<file path="src/rtl/sync_serial_port.sv">
module sync_serial_port #(
  parameter int DIVW = 8,
  parameter int BITS = 8
) (
  input  logic            clk,
  input  logic            rst_n,
  input  logic            cfg_master,
  input  logic            cfg_pol,
  input  logic            cfg_msb_first,
  input  logic [DIVW-1:0] cfg_half,
  input  logic            tx_wr,
  input  logic [BITS-1:0] tx_data,
  output logic [BITS-1:0] rx_data,
  output logic            done,
  output logic            irq,
  output logic            dma_req,
  output logic            sclk_o,
  output logic            sclk_oe,
  input  logic            sclk_i,
  output logic            sdo,
  input  logic            sdi
);
  localparam int CW = (BITS > 1) ? $clog2(BITS) : 1;

  logic            busy, mact, pact;
  logic [1:0]      sync;
  logic [DIVW-1:0] divc;
  logic [CW-1:0]   cnt;
  logic [BITS-1:0] txb;

  wire [DIVW-1:0] half_eff = (cfg_half == '0) ? DIVW'(1) : cfg_half;
  wire            tick     = busy & cfg_master & (divc == half_eff - DIVW'(1));
  wire            ext_act  = sync[1] ^ cfg_pol;
  wire            lead     = cfg_master ? (tick & ~mact) : (busy & ext_act & ~pact);
  wire            trail    = cfg_master ? (tick & mact)  : (busy & ~ext_act & pact);
  wire [CW-1:0]   idx      = cfg_msb_first ? (CW'(BITS-1) - cnt) : cnt;
  wire            last     = (cnt == CW'(BITS-1));

  assign sclk_o  = mact ^ cfg_pol;
  assign sclk_oe = cfg_master;
  assign dma_req = done & cfg_master;

  always_ff @(posedge clk or negedge rst_n) begin
    if (!rst_n) begin
      busy    <= 1'b0;
      mact    <= 1'b0;
      pact    <= 1'b0;
      sync    <= '0;
      divc    <= '0;
      cnt     <= '0;
      txb     <= '0;
      rx_data <= '0;
      done    <= 1'b0;
      irq     <= 1'b0;
      sdo     <= 1'b0;
    end else begin
      sync <= {sync[0], sclk_i};
      pact <= ext_act;
      irq  <= 1'b0;
      if (tx_wr) begin
        txb  <= tx_data;
        busy <= 1'b1;
        done <= 1'b0;
        cnt  <= '0;
        divc <= '0;
        mact <= 1'b0;
      end else begin
        if (tick) begin
          divc <= '0;
          mact <= ~mact;
        end else if (busy && cfg_master) begin
          divc <= divc + DIVW'(1);
        end
        if (lead) sdo <= txb[idx];
        if (trail) begin
          rx_data[idx] <= sdi;
          cnt          <= cnt + CW'(1);
          if (last) begin
            busy <= 1'b0;
            done <= 1'b1;
            irq  <= 1'b1;
          end
        end
      end
    end
  end
endmodule


</file>
<file path="config.mk">
export PLATFORM = sky130hd
export DESIGN_NAME = sync_serial_port
export DESIGN_NICKNAME = d
export VERILOG_FILES = /design/src/rtl/sync_serial_port.sv
export SDC_FILE = /design/constraint.sdc
export NUM_CORES = 1
export LEC_CHECK = 0
export CORE_ASPECT_RATIO = 1.4
export CORE_UTILIZATION = 45
export CTS_CLUSTER_SIZE = 24
export DETAILED_ROUTE_END_ITERATION = 8
export GPL_ROUTABILITY_DRIVEN = 0
export PLACE_DENSITY = 0.69
export SLEW_MARGIN = 20
export SYNTH_ARGS = -nofsm -noshare
export SYNTH_HDL_FRONTEND = slang
export SYNTH_SLANG_ARGS = --single-unit
</file>
<file path="constraint.sdc">
create_clock -name clk -period 2.8 [get_ports clk]
set_input_delay 0.42 -clock clk [delete_from_list [all_inputs] [get_ports clk]]
set_output_delay 0.42 -clock clk [all_outputs]
set_load 0.01 [all_outputs]
</file>
==> results of run 1 <==
==> kinds of logic after synthesis <==
logic type               synth area share
AND/OR/NAND/NOR                    0.1996
AO/OA/AOI/OAI                      0.1746
flip-flops                         0.3796
XOR/XNOR                          0.09057
multiplexers                      0.09924
buffers and inverters             0.03470
adder cells (fa/ha/maj)           0.02169
==> how the worst max path moves through the flow <==
stage,startpoint,endpoint,depth (start not counted)
5_1_grt,cfg_half[1],rx_data[0],9
6_report,cfg_half[1],rx_data[0],9
4_1_cts,cfg_half[4],rx_data[4],11
3_5_place_dp,cfg_half[2],rx_data[7],11
2_1_floorplan,cfg_half[2],cnt[0],10
3_3_place_gp,cfg_half[2],rx_data[7],11
==> per-layer routing <==
layer  track usage  part of all wire  vias to the layer above
met5             0                 0                        -
met2        0.4042              0.58                       33
met4       0.08034             0.011                        0
met1        0.2120              0.38                      960
met3       0.04211             0.027                        7
li1              -                 -                      949
==> what timing repair did <==
item | in CTS | in global routing
gates resized for setup | 4 | 5
buffers inserted | 2 | 4
endpoints found under the hold margin | 0 | 0
pin swaps | 2 | 3
endpoints found under the setup margin | 6 | 24
hold buffers | 0 | 0
==> cell type report <==
cell class                 instances  share of cell area
clock inverter                     2             0.01968
clock buffer                       6             0.02378
tap                               64             0.02624
timing repair buffer              64              0.1890
sequential                        35              0.2870
multi-input combinational        179              0.4506
inverter                           3            0.003690
==> power groups by stage <==
stage | Clock (mW) | Combinational (mW) | Sequential (mW)
2_1_floorplan | 0 | 0.157 | 0.586
3_3_place_gp | 0 | 0.296 | 0.586
3_5_place_dp | 0 | 0.301 | 0.587
4_1_cts | 0.549 | 0.303 | 0.577
5_1_grt | 0.567 | 0.332 | 0.584
6_report | 0.535 | 0.303 | 0.578
==> worst max-delay path, delay by kind of cell <==
| kind | cells | cell delay [ps] |
|---|---|---|
| compound gates | 3 | 830 |
| xor+xnor | 1 | 160 |
| buf+inv | 3 | 850 |
| simple gates | 2 | 650 |
==> registers in the layout (all words and copies together), names as in the netlist <==
register	count
cnt	3
irq	1
txb	8
mact	1
rx_data	8
sdo	1
divc	8
done	1
sync	2
busy	1
pact	1
==> metrics by stage <==
stage / std cells / setup WS [ps] / utilization / power, mW
2_1_floorplan: 230 / 272.3 / - / 0.7430
3_3_place_gp: 339 / -269.4 / 0.5833 / 0.8813
3_5_place_dp: 339 / -358.1 / 0.5833 / 0.8874
4_1_cts: 349 / 19.83 / 0.6146 / 1.429
5_1_grt: 353 / -21.03 / 0.6254 / 1.483
6_report: 353 / 64.15 / 0.6254 / 1.417
==> synth_stat cells (all sizes together) (3+ instances only) <==
cell type  number
xnor2          13
o21ai          14
nand2          22
and3            6
o31a            4
o21a            3
and2            3
xor2           10
a21oi           3
a31o            4
ha              4
nor2           21
nand3           5
o41ai           4
mux2           10
dfrtp          35
nor2b           3
mux2i           9
clkbuf          8
nor3            4
o41a            4
a21boi          4
buf             5
inv             3
==> impl_metrics.sql, run 1 <==
INSERT INTO impl_metrics (metric_group, metric, value, unit) VALUES
('logic_synthesis', 'postSynth.asyncResetShare', '1.000', ''),
('final_layout', 'layout-drive-gt1-share', '0.2249', ''),
('final_layout', 'multiInputGateArea', '0.001375', 'sq mm'),
('final_layout', 'most-common-layout-cells', '35 x sky130_fd_sc_hd__dfrtp_1, 34 x sky130_fd_sc_hd__clkdlybuf4s50_1, 26 x sky130_fd_sc_hd__buf_4, 22 x sky130_fd_sc_hd__nand2_1, 21 x sky130_fd_sc_hd__nor2_1', ''),
('critical_path', 'path_class', 'in -> reg', ''),
('power', 'total_switching_power', '0.3484', 'mW'),
('critical_path', 'reg2regPathDepth', '8', ''),
('final_layout', 'layout.cells.most_common', 'sky130_fd_sc_hd__dfrtp_1', ''),
('logic_synthesis', 'number_of_enable_flip_flop_cells_after_synthesis', '0', ''),
('critical_path', 'timing.reg2reg.setup_slack', '660', 'ps'),
('critical_path', 'startpoint_type', 'input pin', ''),
('floorplan', 'floorplan.initialDensity', '0.4728', ''),
('critical_path', 'worst_ep_required_time', '2970', 'ps'),
('critical_path', 'crit_slowest_cell', 'sky130_fd_sc_hd__or4_1', ''),
('clock_tree', 'cts_made_buffers', '5', ''),
('logic_synthesis', 'yosysWarningCount', '0', ''),
('critical_path', 'endpoint_of_the_worst_slack_reg_to_reg_timing_path', 'cnt[2]', ''),
('clock_tree', 'htreeDepth', '2', ''),
('power', 'static-leakage-power', '1.244', 'nW'),
('floorplan', 'core-area', '0.004880', 'sq mm'),
('power', 'clkPwrFrac', '0.378', ''),
('final_layout', 'flow.area_growth_from_synthesis', '32.27', '%'),
('logic_synthesis', 'ys_seq_elements', '35', ''),
('placed_design', 'placement.cell_area', '0.002846', 'sq mm'),
('outcome', 'status', 'finished clean', ''),
('routing', 'dr.first_iter.drc_count', '69', ''),
('floorplan', 'dieArea', '0.005421', 'sq mm'),
('floorplan', 'placementRows', '30', ''),
('logic_synthesis', 'syn-mean-instance-area', '10.03', 'sq um'),
('sta', 'setup_viol_count_final', '0', ''),
('logic_synthesis', 'synth.net_count', '258', ''),
('grt', 'gr_ovfl_total', '0', ''),
('sta', 'hold_ws', '349.7', 'ps'),
('logic_synthesis', 'synth_sequential_area_ratio', '0.3796', ''),
('power', 'power_report.internal_total', '1.068', 'mW'),
('logic_synthesis', 'post-synth-top-area-fraction', '0.3796', ''),
('min_path', 'min_path_cells', '0', ''),
('placed_design', 'numPortBuffers', '37', ''),
('sta', 'timing.final.hold_violations', '0', ''),
('sta', 'final_min_period_over_clock_period', '0.9771', ''),
('clock_tree', 'cts-root-buf', 'sky130_fd_sc_hd__clkbuf_8', ''),
('critical_path', 'worst-path-max-fanout', '5', ''),
('sta', 'setup_total_negative_slack', '0', 'ps'),
('final_layout', 'layout.filler_cells', '440', ''),
('critical_path', 'cp-end-kind', 'register', ''),
('power', 'seqPwrFrac', '0.408', ''),
('clock_tree', 'clock-sinks', '35', ''),
('sta', 'finalClockSkew', '8.908', 'ps'),
('sta', 'maxSlewViolCount', '0', ''),
('sta', 'maxClockFrequency', '0.3655', 'GHz'),
('logic_synthesis', 'post_synth_inst_count', '230', ''),
('grt', 'grt_start_max_net_pins', '36', ''),
('grt', 'global_route_total_usage_across_every_layer', '0.2066', ''),
('min_path', 'whs_endpoint', 'sync[1]', ''),
('job', 'cap_violations', '0', ''),
('sta', 'fin_crit', '2736', 'ps'),
('clock_tree', 'tritoncts', 'done', ''),
('routing', 'drt_pre_antenna_iters', '4', ''),
('floorplan', 'horizontal_die_dimension', '62.52', 'microns'),
('sta', 'worst_slew_pin_slew', '669.0', 'ps'),
('routing', 'total_wirelength_of_the_detailed_routed_design', '5215', 'microns'),
('final_layout', 'postLayoutCellArea', '0.003052', 'sq mm'),
('final_layout', 'post_layout_nets', '316', ''),
('logic_synthesis', 'netlist_area', '0.002307', 'sq mm'),
('final_layout', 'n_antenna_cell', '0', ''),
('logic_synthesis', 'ys_types', '58', ''),
('clock_tree', 'cts.clk_slew.worst_paths', '70', 'ps'),
('critical_path', 'max_stage_delay_on_crit_path', '510', 'ps'),
('final_layout', 'seqCellArea', '875.8', 'sq um'),
('min_path', 'min_from', 'sync[0]', ''),
('power', 'power.share.switching', '0.2459', '');
Note: power is estimated with default switching activity, not from simulation.
==> run 2, diff against run 1 <==
Settings changed: CAP_MARGIN from default to 20.
==> results of run 2 <==
The final DEF is identical to that of run 1; final timing and power are the same.
==> run 3, diff against run 2 <==
Settings changed: CTS_CLUSTER_SIZE 24 to 14.
==> results of run 3 <==
The final DEF is identical to that of run 1; final timing and power are the same.
